===== src/rtl/pit_pkg.sv =====
package pit_pkg;

    parameter int unsigned CNT_W       = 16;
    parameter int unsigned ADDR_W      = 8;
    parameter int unsigned N_TMR       = 2;
    parameter logic [CNT_W-1:0] RST_VAL = 16'hFFFF;

    localparam int unsigned SLOT_STRIDE = 4;
    localparam int unsigned TMR_IDX_W   = (N_TMR > 1) ? $clog2(N_TMR) : 1;
    localparam logic [ADDR_W-1:0] WR_BASE = 8'h00;
    localparam logic [ADDR_W-1:0] RD_BASE = 8'h36;
    localparam logic [1:0] BE_FULL = 2'b11;

    // Reload values or live count of one timer
    typedef struct packed {
        logic [CNT_W-1:0] presc;
        logic [CNT_W-1:0] div;
    } stage_pair_t;

    // Result of decoding a bus offset inside a slot window
    typedef struct packed {
        logic                 hit;
        logic [TMR_IDX_W-1:0] tmr;
        logic                 is_div;
    } slot_sel_t;

    function automatic slot_sel_t decode_slot(input logic [ADDR_W-1:0] addr,
                                              input logic [ADDR_W-1:0] base);
        logic [ADDR_W-1:0] off;
        slot_sel_t         s;
        off      = addr - base;
        s.hit    = (addr >= base) && (off < ADDR_W'(N_TMR * SLOT_STRIDE)) && (off[0] == 1'b0);
        s.tmr    = off[TMR_IDX_W+1:2];
        s.is_div = off[1];
        return s;
    endfunction

    function automatic stage_pair_t reset_pair();
        stage_pair_t p;
        p.presc = RST_VAL;
        p.div   = RST_VAL;
        return p;
    endfunction

endpackage


===== src/rtl/pit_regs.sv =====
module pit_regs
    import pit_pkg::*;
(
    input  logic                           clk,
    input  logic                           rst,
    input  logic [ADDR_W-1:0]              bus_addr,
    input  logic [CNT_W-1:0]               bus_wdata,
    input  logic                           bus_we,
    input  logic [1:0]                     bus_be,
    output stage_pair_t [N_TMR-1:0]        rel_q,
    output stage_pair_t [N_TMR-1:0]        rel_nxt,
    output logic [N_TMR-1:0]               load
);

    slot_sel_t wsel;
    logic      wr_full;

    assign wsel    = decode_slot(bus_addr, WR_BASE);
    assign wr_full = bus_we && (bus_be == BE_FULL) && wsel.hit;

    for (genvar i = 0; i < N_TMR; i++) begin : g_slot
        logic mine;
        assign mine = wr_full && (wsel.tmr == TMR_IDX_W'(i));

        always_comb begin
            rel_nxt[i] = rel_q[i];
            load[i]    = 1'b0;
            if (mine) begin
                load[i] = 1'b1;
                if (wsel.is_div) rel_nxt[i].div   = bus_wdata;
                else             rel_nxt[i].presc = bus_wdata;
            end
        end

        always_ff @(posedge clk) begin
            if (rst) rel_q[i] <= reset_pair();
            else     rel_q[i] <= rel_nxt[i];
        end

        // partial-width writes leave the reload values untouched
        p_partial_write_ignored_r8: assert property (@(posedge clk) disable iff (rst)
            (bus_we && bus_be != BE_FULL) |=> $stable(rel_q[i]));
    end

endmodule


===== src/rtl/pit_channel.sv =====
module pit_channel
    import pit_pkg::*;
(
    input  logic        clk,
    input  logic        rst,
    input  stage_pair_t rel,
    input  stage_pair_t rel_nxt,
    input  logic        load,
    output stage_pair_t cnt,
    output logic        fire
);

    logic running;
    logic at_end;

    assign running = (rel.presc != '0) || (rel.div != '0);
    assign at_end  = (cnt.presc == '0) && (cnt.div == '0);

    always_ff @(posedge clk) begin
        if (rst) begin
            cnt  <= reset_pair();
            fire <= 1'b0;
        end else if (load) begin
            cnt  <= rel_nxt;
            fire <= 1'b0;
        end else if (running) begin
            fire <= at_end;
            if (cnt.presc == '0) begin
                cnt.presc <= rel.presc;
                if (cnt.div == '0) cnt.div <= rel.div;
                else               cnt.div <= cnt.div - 1'b1;
            end else begin
                cnt.presc <= cnt.presc - 1'b1;
            end
        end else begin
            fire <= 1'b0;
        end
    end

    // the prescale stage steps down by one while counting
    p_presc_step_r1: assert property (@(posedge clk) disable iff (rst)
        (running && !load && cnt.presc != '0) |=> (cnt.presc == $past(cnt.presc) - 1'b1));

    // an expiry only follows a cycle in which both stages were zero
    p_fire_at_zero_r1: assert property (@(posedge clk) disable iff (rst)
        $rose(fire) |-> ($past(cnt.presc) == '0 && $past(cnt.div) == '0));

    // expiry lasts a single cycle
    p_single_pulse_r2: assert property (@(posedge clk) disable iff (rst)
        fire |=> !fire);

    // a write restarts the count from the new reload values
    p_restart_load_r4: assert property (@(posedge clk) disable iff (rst)
        load |=> (cnt == $past(rel_nxt)) && !fire);

    // a stopped timer stays silent
    p_stopped_quiet_r5: assert property (@(posedge clk) disable iff (rst)
        (!running && !load) |=> !fire);

endmodule


===== src/rtl/pit_readmux.sv =====
module pit_readmux
    import pit_pkg::*;
(
    input  logic [ADDR_W-1:0]       bus_addr,
    input  stage_pair_t [N_TMR-1:0] cnt,
    output logic [CNT_W-1:0]        bus_rdata
);

    slot_sel_t rsel;
    assign rsel = decode_slot(bus_addr, RD_BASE);

    always_comb begin
        bus_rdata = '0;
        for (int i = 0; i < N_TMR; i++) begin
            if (rsel.hit && rsel.tmr == TMR_IDX_W'(i)) begin
                bus_rdata = rsel.is_div ? cnt[i].div : cnt[i].presc;
            end
        end
    end

endmodule


===== src/rtl/dual_interval_timer.sv =====
module dual_interval_timer
    import pit_pkg::*;
(
    input  logic              clk,
    input  logic              rst,
    input  logic [7:0]        bus_addr,
    input  logic [15:0]       bus_wdata,
    input  logic              bus_we,
    input  logic [1:0]        bus_be,
    output logic [15:0]       bus_rdata,
    output logic [1:0]        irq
);

    stage_pair_t [N_TMR-1:0] rel_q;
    stage_pair_t [N_TMR-1:0] rel_nxt;
    stage_pair_t [N_TMR-1:0] cnt;
    logic [N_TMR-1:0]        load;

    pit_regs u_regs (
        .clk      (clk),
        .rst      (rst),
        .bus_addr (bus_addr),
        .bus_wdata(bus_wdata),
        .bus_we   (bus_we),
        .bus_be   (bus_be),
        .rel_q    (rel_q),
        .rel_nxt  (rel_nxt),
        .load     (load)
    );

    for (genvar i = 0; i < N_TMR; i++) begin : g_tmr
        pit_channel u_chan (
            .clk    (clk),
            .rst    (rst),
            .rel    (rel_q[i]),
            .rel_nxt(rel_nxt[i]),
            .load   (load[i]),
            .cnt    (cnt[i]),
            .fire   (irq[i])
        );
    end

    pit_readmux u_rd (
        .bus_addr (bus_addr),
        .cnt      (cnt),
        .bus_rdata(bus_rdata)
    );

    // no request leaves the block in the cycle after reset
    p_reset_quiet_r6: assert property (@(posedge clk)
        rst |=> (irq == '0));

endmodule


===== config.mk =====
export PLATFORM = sky130hd
export DESIGN_NAME = dual_interval_timer
export DESIGN_NICKNAME = d
export VERILOG_FILES = /design/src/rtl/pit_pkg.sv /design/src/rtl/pit_regs.sv /design/src/rtl/pit_channel.sv /design/src/rtl/pit_readmux.sv /design/src/rtl/dual_interval_timer.sv
export SDC_FILE = /design/constraint.sdc
export NUM_CORES = 1
export LEC_CHECK = 0
export ABC_CLOCK_PERIOD_IN_PS = 5250
export BUFFER_PORTS_ARGS = -buffer_cell sky130_fd_sc_hd__buf_2
export CORE_UTILIZATION = 45
export DETAILED_ROUTE_END_ITERATION = 10
export REMOVE_ABC_BUFFERS = 1
export SLEW_MARGIN = 5
export SYNTH_ARGS = -nofsm -noshare
export SYNTH_HDL_FRONTEND = slang
export SYNTH_SLANG_ARGS = --single-unit

===== constraint.sdc =====
create_clock -name clk -period 5.25 [get_ports clk]
set_input_delay 0.2625 -clock clk [delete_from_list [all_inputs] [get_ports clk]]
set_output_delay 0.2625 -clock clk [all_outputs]
set_load 0.05 [all_outputs]

==> results of run 1 <==
-- metal layers --
metal  up-vias  part of all wire  track usage
li1       3755                 -            -
met1      3715              0.47        0.458
met2       398              0.43        0.453
met3        64             0.073       0.0488
met4         0             0.034        0.137
met5         -                 0            0
-- sequential cells by signal, indices dropped and copies added (netlist names) --
| signal | count |
|---|---|
| g_tmr.u_chan.fire | 2 |
| g_tmr.u_chan.cnt | 64 |
| u_regs.rel_q | 64 |
-- worst min-delay path: stages --
cell and delay (ns):
buf_2 0.15, nand2_1 0.06, nand3_1 0.08
-- cell usage in the layout (no fill, tap or decap), types with 8 or more instances in the layout --
cell type  instances
nor4_1            34
a211oi_1          12
or3_1             14
nor2b_1           27
nand3_1           43
or4_1              8
xnor2_1           11
nand4_1            8
a2111oi_0         10
nor3_1            26
o2111ai_1          8
nand2_1          129
inv_1             23
clkbuf_16         17
o21ai_1           18
mux4_2            16
a31oi_1           11
o22ai_1            8
o21ai_0           52
mux2i_1           42
nor2_1            81
xor2_1            10
a221oi_1          10
buf_4             14
buf_2             45
o211ai_1          20
dfxtp_1          130
a21oi_1           70
mux2_2            16
-- power groups by stage --
stage | clock (mW) | sequential, mW | combinational [mW]
after floorplan | 0 | 1.02 | 0.0809
after global placement | 0 | 1.02 | 0.157
after detailed placement | 0 | 1.02 | 0.157
after CTS | 1.23 | 1.00 | 0.158
after global routing | 1.27 | 1.00 | 0.172
final | 1.22 | 1.00 | 0.159
-- area by class of cell --
class                      instances  area [um^2]  area share
tap                              225          282      0.0317
timing repair buffer              59          330      0.0371
clock inverter                    11          135      0.0152
sequential                       130         2600       0.293
inverter                          24         90.1      0.0101
clock buffer                      21          460      0.0518
multi-input combinational        778         4990       0.561
-- worst paths after layout --
path	end	slack, ns
worst max-delay path	g_tmr[1].u_chan.cnt[14]	2.28
worst min-delay path	u_regs.rel_q[61]	0.16
worst max register to register	g_tmr[1].u_chan.cnt[14]	2.28
worst min register to register	u_regs.rel_q[45]	0.51
-- per-stage QoR --
stage | total power, mW | setup slack [ns] | instances | utilization | hold WS [ns]
6_report | 2.39 | 2.28 | 1248 | 0.514 | 0.161
5_1_grt | 2.44 | 2.11 | 1248 | 0.514 | 0.185
4_1_cts | 2.39 | 2.33 | 1248 | 0.514 | 0.152
3_5_place_dp | 1.18 | 2.33 | 1216 | 0.480 | 0.491
3_3_place_gp | 1.18 | 2.34 | 1216 | 0.480 | 0.492
2_1_floorplan | 1.10 | 1.01 | 932 | - | 0.340
-- cell families after synthesis --
kind of cell | after synthesis
XOR/XNOR | 21
flip-flops | 130
multiplexers | 74
AND/OR/NAND/NOR | 407
adder cells (fa/ha/maj) | 7
buffers and inverters | 97
AO/OA/AOI/OAI | 269
==> results.yml, run 1 <==
sta:
  hold_viol: 0
  fmax_mhz: 337
  tightest_slew_ns: 1.23
  min_period_over_period: 0.565
  relSlewSlack: 0.176
  slew_viol_final: 0
  clock-skew-final_ns: 0.00539
  setup_tns_ns: 0
  grt_setup_unrepaired: "false"
  finalSetupViolCount: 0
  period_needed_ns: 2.97
logic_synthesis:
  synth_common_cells: "dfxtp_1 (130), nand2_1 (129), nor2_1 (81)"
  synth_top_family_by_area: "simple AND/OR/NAND/NOR gates"
  syn_area_per_cell_um2: 7.93
  async_flop_share: 0
  synthMuxAreaShare: 0.121
  netlist_instances: 1005
  synthTopCellsByArea: "dfxtp_1 (33%), nand2_1 (6.1%), mux2i_1 (5.3%)"
  yosys.cell_types.count: 71
  yosysMostFrequentCell: "dfxtp_1"
  synth_top_cell_by_area: "dfxtp_1"
  synth-compound-area-share: 0.219
  synth_top_area_share: 0.327
  yosys.area_share.simple: 0.251
  yosysSeqAreaShare: 0.327
  yosys_most_used_dff: "dfxtp_1"
  yosys_register_bits: 130
  synth.cell_area_um2: 7970
  yosys_warnings: 0
  synth_edf_count: 0
  synth_xor_area_frac: 0.0231
  synth_fa_ha_area_frac: 0.0110
worst_setup_path:
  slowest_stage: "or4_1"
  timing.critical_path.from: "g_tmr[1].u_chan.cnt[18]"
  cp.arrival_ns: 3.31
  crit_chain: "or4_1, nor4_4, o211ai_2, or4_1, o2111ai_1"
  cp_common_cell: "or4_1"
  cp.required_ns: 5.60
  reg2reg_depth: 5
  crit_family: "simple AND/OR/NAND/NOR gates"
  critical_path_class: "flop to flop"
  start_kind: "flop"
  crit_fanout: 20
  worst_path_largest_cell_delay_ns: 0.73
  endpoint_kind: "flop"
  critPathBufInv: 0
  cp.depth: 5
  r2r-start: "g_tmr[1].u_chan.cnt[18]"
worst_hold_path:
  hold_depth: 3
  hold_start: "bus_wdata[13]"
  min_path_type: "input port to flop"
power_and_ir_drop:
  power_switching_mw: 0.572
  seq_power_share: 0.420
  p_leak_nw: 3.13
  power_density_nw_per_um2: 268
  ir_worst_vdd_mv: 0.251
  power_frac_clock: 0.513
  intPower_mw: 1.81
  netSwitchingFraction: 0.240
  pwr-share-comb: 0.067
clock_tree:
  cts_tree: "done"
  htreeDepth: 4
  cts.sink_count: 130
  cts-buffers-inserted: 17
  clockRootBuffer: "clkbuf_16"
  clk_latency_ns: 0.43
  clkSlewWorstSetupHoldPaths_ns: 0.06
  cts.repair.resized: 0
  cts_hold_buffers: 0
  cts_buffer_depth: 2
  post_cts.repair.setup_buffers: 0
global_routing:
  grt_usage: 0.314
  antenna_found_initial: 0
  grt_pass1_wl_mm: 43.2
  grt_overflow: 0
  first_global_vias: 7160
  grt_max_degree: 74
run_status:
  status: "completed"
routing:
  wl_per_cell_um: 22.0
  dr.pass1.iters: 5
  drt-initial-drc-count: 934
  drt_wl_total_mm: 27.5
  route.detailed.drc: 0
  drt-vias-per-instance: 6.36
  num_vias: 7932
  ant_nets: 0
final_layout:
  fin_area_um2: 8890
  diodes: 0
  final_layout_size_suffix_gt1_frac: 0.134
  fillCellCount: 1705
  synthToLayoutAreaGrowth_pct: 11.6
  fin_nets: 1046
floorplan:
  initial_core_util: 0.461
  dieArea_um2: 18200
  die_h_um: 135
  io_pins: 47
  rows: 48
  dieWidth_um: 135
  core_um2: 17300
placement:
  gp_congestion: 0.909
  dpl_cell_area_um2: 8300
  hpwl_mm: 18.8
  port_buffers: 46
flow_run:
  cap_violations: 0
Power figures use the tool's default switching activity.
==> run 2: changes to the inputs <==
ABC_CLOCK_PERIOD_IN_PS = 3100   (was 5250)
clock period = 3.1 ns   (was 5.25 ns; I/O delays follow)
==> run 2 against run 1 <==
Net effect:
- global-route usage about the same
- clock power increased by 66%
- worst hold slack got worse by 0.087 ns
- combinational power increased by 72%
- first-iteration DRC count decreased by 12%
- critical endpoint is now g_tmr[1].u_chan.cnt[4]
==> results.yml, run 2 (synthesized netlist as in run 1, its figures left out) <==
floorplan:
  dieWidth_um: 135
  die_h_um: 135
  initial_core_util: 0.461
  core_um2: 17300
  rows: 48
  io_pins: 47
  dieArea_um2: 18200
global_routing:
  grt_max_degree: 97
  grt-busiest-layer: "met1"
  first_global_vias: 7213
  grt_usage: 0.314
  antenna_found_initial: 0
  use_met3: 0.0488
  grt_pass1_wl_mm: 43.1
  met1_usage: 0.465
  met2_usage: 0.456
  grt_overflow: 0
worst_setup_path:
  reg2reg_depth: 6
  endpoint_kind: "flop"
  cp.arrival_ns: 3.06
  crit_fanout: 19
  r2r-start: "g_tmr[1].u_chan.cnt[18]"
  cp.required_ns: 3.35
  endpoint: "g_tmr[1].u_chan.cnt[4]"
  rrSetupSlack_ns: 0.30
  start_kind: "flop"
  r2r_end: "g_tmr[1].u_chan.cnt[4]"
  timing.critical_path.from: "g_tmr[1].u_chan.cnt[18]"
  critical_path_class: "flop to flop"
power_and_ir_drop:
  intPower_mw: 3.04
  pwr-share-comb: 0.068
  p_leak_nw: 3.24
  power_frac_clock: 0.508
  netSwitchingFraction: 0.240
  power_mw: 4.00
  power_switching_mw: 0.961
  ir_worst_vdd_mv: 0.453
  power_density_nw_per_um2: 442
  seq_power_share: 0.424
final_layout:
  final_layout_size_suffix_gt1_frac: 0.151
  diodes: 0
  instances_no_fill: 1269
  fillCellCount: 1713
  final_common_cell: "dfxtp_1"
  largestRegisters: "g_tmr.u_chan.cnt: 64 flops, u_regs.rel_q: 64 flops, g_tmr.u_chan.fire: 2 flops"
  synthToLayoutAreaGrowth_pct: 13.7
  multi_input_area_um2: 4990
  final_util: 0.524
  most-common-layout-cells: "dfxtp_1 (130), nand2_1 (129), nor2_1 (81)"
  fin_nets: 1067
  seq_area_um2: 2600
clock_tree:
  clk_latency_ns: 0.42
  clkSlewWorstSetupHoldPaths_ns: 0.06
  cts.sink_count: 130
  cts-buffers-inserted: 17
  cts_tree: "done"
  cts_buffer_depth: 2
  htreeDepth: 4
  clockRootBuffer: "clkbuf_16"
  cts.repair.resized: 0
  cts_hold_buffers: 0
  post_cts.repair.setup_buffers: 0
placement:
  pre_cts_ws_ns: 0.389
  place_inst: 1237
  hpwl_mm: 19.6
  gp_congestion: 0.881
  port_buffers: 46
routing:
  ant_nets: 0
  drt-vias-per-instance: 6.28
  wl_per_cell_um: 22.0
  drt-initial-drc-count: 822
  drt_wl_total_mm: 27.9
  dr.pass1.iters: 5
  route.detailed.drc: 0
  num_vias: 7973
sta:
  grt_setup_unrepaired: "false"
  finalSetupViolCount: 0
  hold_viol: 0
  min_period_over_period: 0.905
  setup_tns_ns: 0
  tightest_slew_ns: 1.07
  setup_ws_ns: 0.295
  clock-skew-final_ns: 0.00982
  fmax_mhz: 357
  period_needed_ns: 2.80
  relSlewSlack: 0.290
  slew_viol_final: 0
flow_run:
  cap_violations: 0
worst_hold_path:
  min_path_type: "input port to flop"
  hold_depth: 3
run_status:
  status: "completed"
run 2: final cells by class:
class / count / area share
Tap cell: 225 / 0.0311
Clock inverter: 9 / 0.0115
Sequential cell: 130 / 0.287
Multi-Input combinational cell: 778 / 0.551
Timing Repair Buffer: 80 / 0.0552
Inverter: 24 / 0.00994
Clock buffer: 23 / 0.0539
run 2: critical path, stage by stage (launching register included):
cell       delay, ns
dfxtp_1         0.34
or4_1           0.73
nor4_4          0.50
nand2_2         0.36
nor2_2          0.43
a21o_1          0.17
o2111ai_1       0.09
run 2: per-layer routing:
layer  vias up  routed length (um)
li1       3785                   -
met1      3797               13100
met2       354               12000
met3        37                2140
met4         0                 629
met5         -                   0
run 2: worst min-delay path by stage:
stage / startpoint / to / slack, ns
after floorplan: rst / g_tmr[0].u_chan.fire / 0.23
after global placement: bus_wdata[13] / u_regs.rel_q[61] / 0.49
after detailed placement: bus_wdata[13] / u_regs.rel_q[29] / 0.49
after CTS: bus_wdata[13] / u_regs.rel_q[61] / 0.06
after global routing: bus_wdata[13] / u_regs.rel_q[61] / 0.07
final: bus_wdata[13] / u_regs.rel_q[61] / 0.07
run 2: metrics by stage:
stage | hold WS (ns) | area, um^2
2_1_floorplan | 0.233 | 7670
3_3_place_gp | 0.490 | 8470
3_5_place_dp | 0.494 | 8470
4_1_cts | 0.0594 | 9060
5_1_grt | 0.0730 | 9060
6_report | 0.0745 | 9060
run 2: power groups by stage:
stage | clock [mW] | combinational [mW] | sequential [mW]
finish | 2.03 | 0.274 | 1.70
global route | 2.12 | 0.293 | 1.70
CTS | 2.04 | 0.271 | 1.70
detailed placement | 0 | 0.269 | 1.73
global placement | 0 | 0.270 | 1.73
floorplan | 0 | 0.137 | 1.73
==> run 3: changes to the inputs <==
ABC_AREA = 1   (was default)
==> run 3 against run 2 <==
Net effect:
- sequential power barely moved
- count of clock-buffer cells in the layout rose by 4
- setup slack improved by 0.52 ns
- worst hold slack improved by 0.012 ns
- critical path depth rose by 1
- critical path type unchanged
- critical endpoint unchanged
- highest routed layer is now met5
==> results.yml, run 3 <==
clock_tree:
  cts_buffer_depth: 2
  post_cts.repair.setup_buffers: 0
  cts.sink_count: 130
  htreeDepth: 4
  clkSlewWorstSetupHoldPaths_ns: 0.05
  cts-buffers-inserted: 17
  cts_hold_buffers: 0
  clockRootBuffer: "clkbuf_16"
  cts.repair.resized: 0
  clk_latency_ns: 0.43
  cts_tree: "done"
floorplan:
  die_h_um: 144
  dieArea_um2: 20700
  initial_core_util: 0.463
  core_um2: 19600
  dieWidth_um: 144
  rows: 51
  io_pins: 47
worst_setup_path:
  crit_fanout: 14
  crit_family: "simple AND/OR/NAND/NOR gates"
  worst_path_largest_cell_delay_ns: 0.72
  endpoint_kind: "flop"
  start_kind: "flop"
  cp.required_ns: 3.47
  cp.arrival_ns: 2.66
  crit_chain: "nor2_1, nand2_1, nor2_1, nand3_2, nor3_2, nand2_1, nand3b_1"
  slowest_stage: "nor3_2"
  critPathBufInv: 0
  critical_path_class: "flop to flop"
logic_synthesis:
  syn_area_per_cell_um2: 5.88
  async_flop_share: 0
  yosys_register_bits: 130
  yosys.cell_types.count: 35
  yosys_warnings: 0
  synth.cell_area_um2: 9080
  synth_top_area_share: 0.287
  netlist_instances: 1543
  synth_common_cells: "nand2_1 (557), nand3_1 (184), inv_1 (166)"
  synth_edf_count: 0
  yosys_most_used_dff: "dfxtp_1"
  synth_top_cell_by_area: "dfxtp_1"
  synthTopCellsByArea: "dfxtp_1 (29%), nand2_1 (23%), nand3_1 (10%)"
  yosysMostFrequentCell: "nand2_1"
  yosysSeqAreaShare: 0.287
flow_run:
  cap_violations: 0
sta:
  fmax_mhz: 437
  setup_tns_ns: 0
  period_needed_ns: 2.29
  finalSetupViolCount: 0
  relSlewSlack: 0.323
  min_period_over_period: 0.738
  tightest_slew_ns: 1.01
  hold_viol: 0
  setup_ws_ns: 0.812
  clock-skew-final_ns: 0.00751
  grt_setup_unrepaired: "false"
  slew_viol_final: 0
placement:
  port_buffers: 46
  hpwl_mm: 23.5
  gp_congestion: 0.995
  pre_cts_ws_ns: 0.851
power_and_ir_drop:
  power_mw: 4.05
  p_leak_nw: 5.09
  power_frac_clock: 0.515
  ir_worst_vdd_mv: 0.368
  netSwitchingFraction: 0.244
  seq_power_share: 0.418
  power_density_nw_per_um2: 404
  pwr-share-comb: 0.068
  intPower_mw: 3.06
  power_switching_mw: 0.989
global_routing:
  grt_pass1_wl_mm: 50.1
  grt_overflow: 0
  grt_usage: 0.324
  first_global_vias: 8943
  antenna_found_initial: 3
  grt_max_degree: 54
routing:
  drt-vias-per-instance: 5.35
  dr.pass1.iters: 5
  ant_nets: 0
  drt-initial-drc-count: 814
  route.detailed.drc: 0
  drt_wl_total_mm: 31.9
  num_vias: 9838
  wl_per_cell_um: 17.4
final_layout:
  most-common-layout-cells: "nand2_1 (557), nand3_1 (184), inv_1 (166)"
  final_common_cell: "nand2_1"
  seq_area_um2: 2600
  fillCellCount: 2122
  fin_nets: 1598
  largestRegisters: "g_tmr.u_chan.cnt: 64 flops, u_regs.rel_q: 64 flops, g_tmr.u_chan.fire: 2 flops"
  synthToLayoutAreaGrowth_pct: 10.5
  final_layout_size_suffix_gt1_frac: 0.0870
  multi_input_area_um2: 5520
run_status:
  status: "completed"
worst_hold_path:
  min_path_type: "input port to flop"
## run 3: cell count changes after synthesis, sizes merged, moves of 24 or more
cell	previous run	this run
nand2	130	564
inv	23	172
nand3	43	188
nor2	82	151
o21ai	71	133
a21oi	70	17
mux2i	42	0
nor4	37	0
clkbuf	57	24
nor2b	27	0
or2	4	28
## run 3: area by class of cell
type                       count  share of cell area
clock buffer                  27              0.0521
tap                          265              0.0331
inverter                     172              0.0644
sequential                   130               0.259
clock inverter                 4             0.00698
timing repair buffer          59              0.0339
multi-input combinational   1182               0.550
antenna                        1            0.000249
## run 3: per-layer routing
| layer | GRT usage | vias to the layer above | part of all wire |
|---|---|---|---|
| met4 | 0.150 | 4 | 0.038 |
| met5 | 0 | - | 0.0011 |
| met3 | 0.0513 | 66 | 0.057 |
| met1 | 0.417 | 4506 | 0.45 |
| met2 | 0.531 | 308 | 0.46 |
| li1 | - | 4954 | - |
## run 3: worst reg2reg max path: stages, from the launching register on
cell and delay, ns:
dfxtp_1 0.40, nor2_1 0.17, nand2_1 0.12, nor2_1 0.23, nand3_2 0.34, nor3_2 0.73
nand2_1 0.14, nand3b_1 0.11
## run 3: power groups by stage
stage | Sequential, mW | Clock [mW] | Combinational [mW]
floorplan | 1.72 | 0 | 0.136
global placement | 1.73 | 0 | 0.269
detailed placement | 1.73 | 0 | 0.269
CTS | 1.69 | 2.10 | 0.269
global route | 1.69 | 2.18 | 0.300
finish | 1.69 | 2.08 | 0.274
## run 3: path summary, 6_finish.rpt
check                           end                     from  depth (start not counted)  slack, ns
min reg2reg  g_tmr[0].u_chan.cnt[0]   g_tmr[0].u_chan.cnt[0]                          2       0.47
max reg2reg  g_tmr[1].u_chan.cnt[4]  g_tmr[1].u_chan.cnt[21]                          7       0.81
max          g_tmr[1].u_chan.cnt[4]  g_tmr[1].u_chan.cnt[21]                          7       0.81
min                u_regs.rel_q[53]             bus_wdata[5]                          3       0.09
## run 3: stage by stage
| stage | utilization | area [um^2] | std cells | hold WS (ns) |
|---|---|---|---|---|
| final | 0.512 | 10000 | 1840 | 0.0865 |
| after global routing | 0.512 | 10000 | 1839 | 0.0963 |
| after CTS | 0.512 | 10000 | 1839 | 0.0730 |
| after detailed placement | 0.482 | 9440 | 1808 | 0.457 |
| after global placement | 0.482 | 9440 | 1808 | 0.455 |
| after floorplan | - | 8760 | 1484 | 0.231 |
## run 3: kinds of logic (layout without fill, tap and decap cells)
kind of cell | after synthesis | after routing | share of synthesized area
other | 0 | 1 | 0
xor gates and xnor gates | 20 | 20 | 0.0193
buffers and inverters | 231 | 262 | 0.106
and+or+nand+nor | 978 | 978 | 0.473
AOI/OAI and AO/OA | 177 | 177 | 0.105
adders and majority gates | 7 | 7 | 0.00965
DFF | 130 | 130 | 0.287
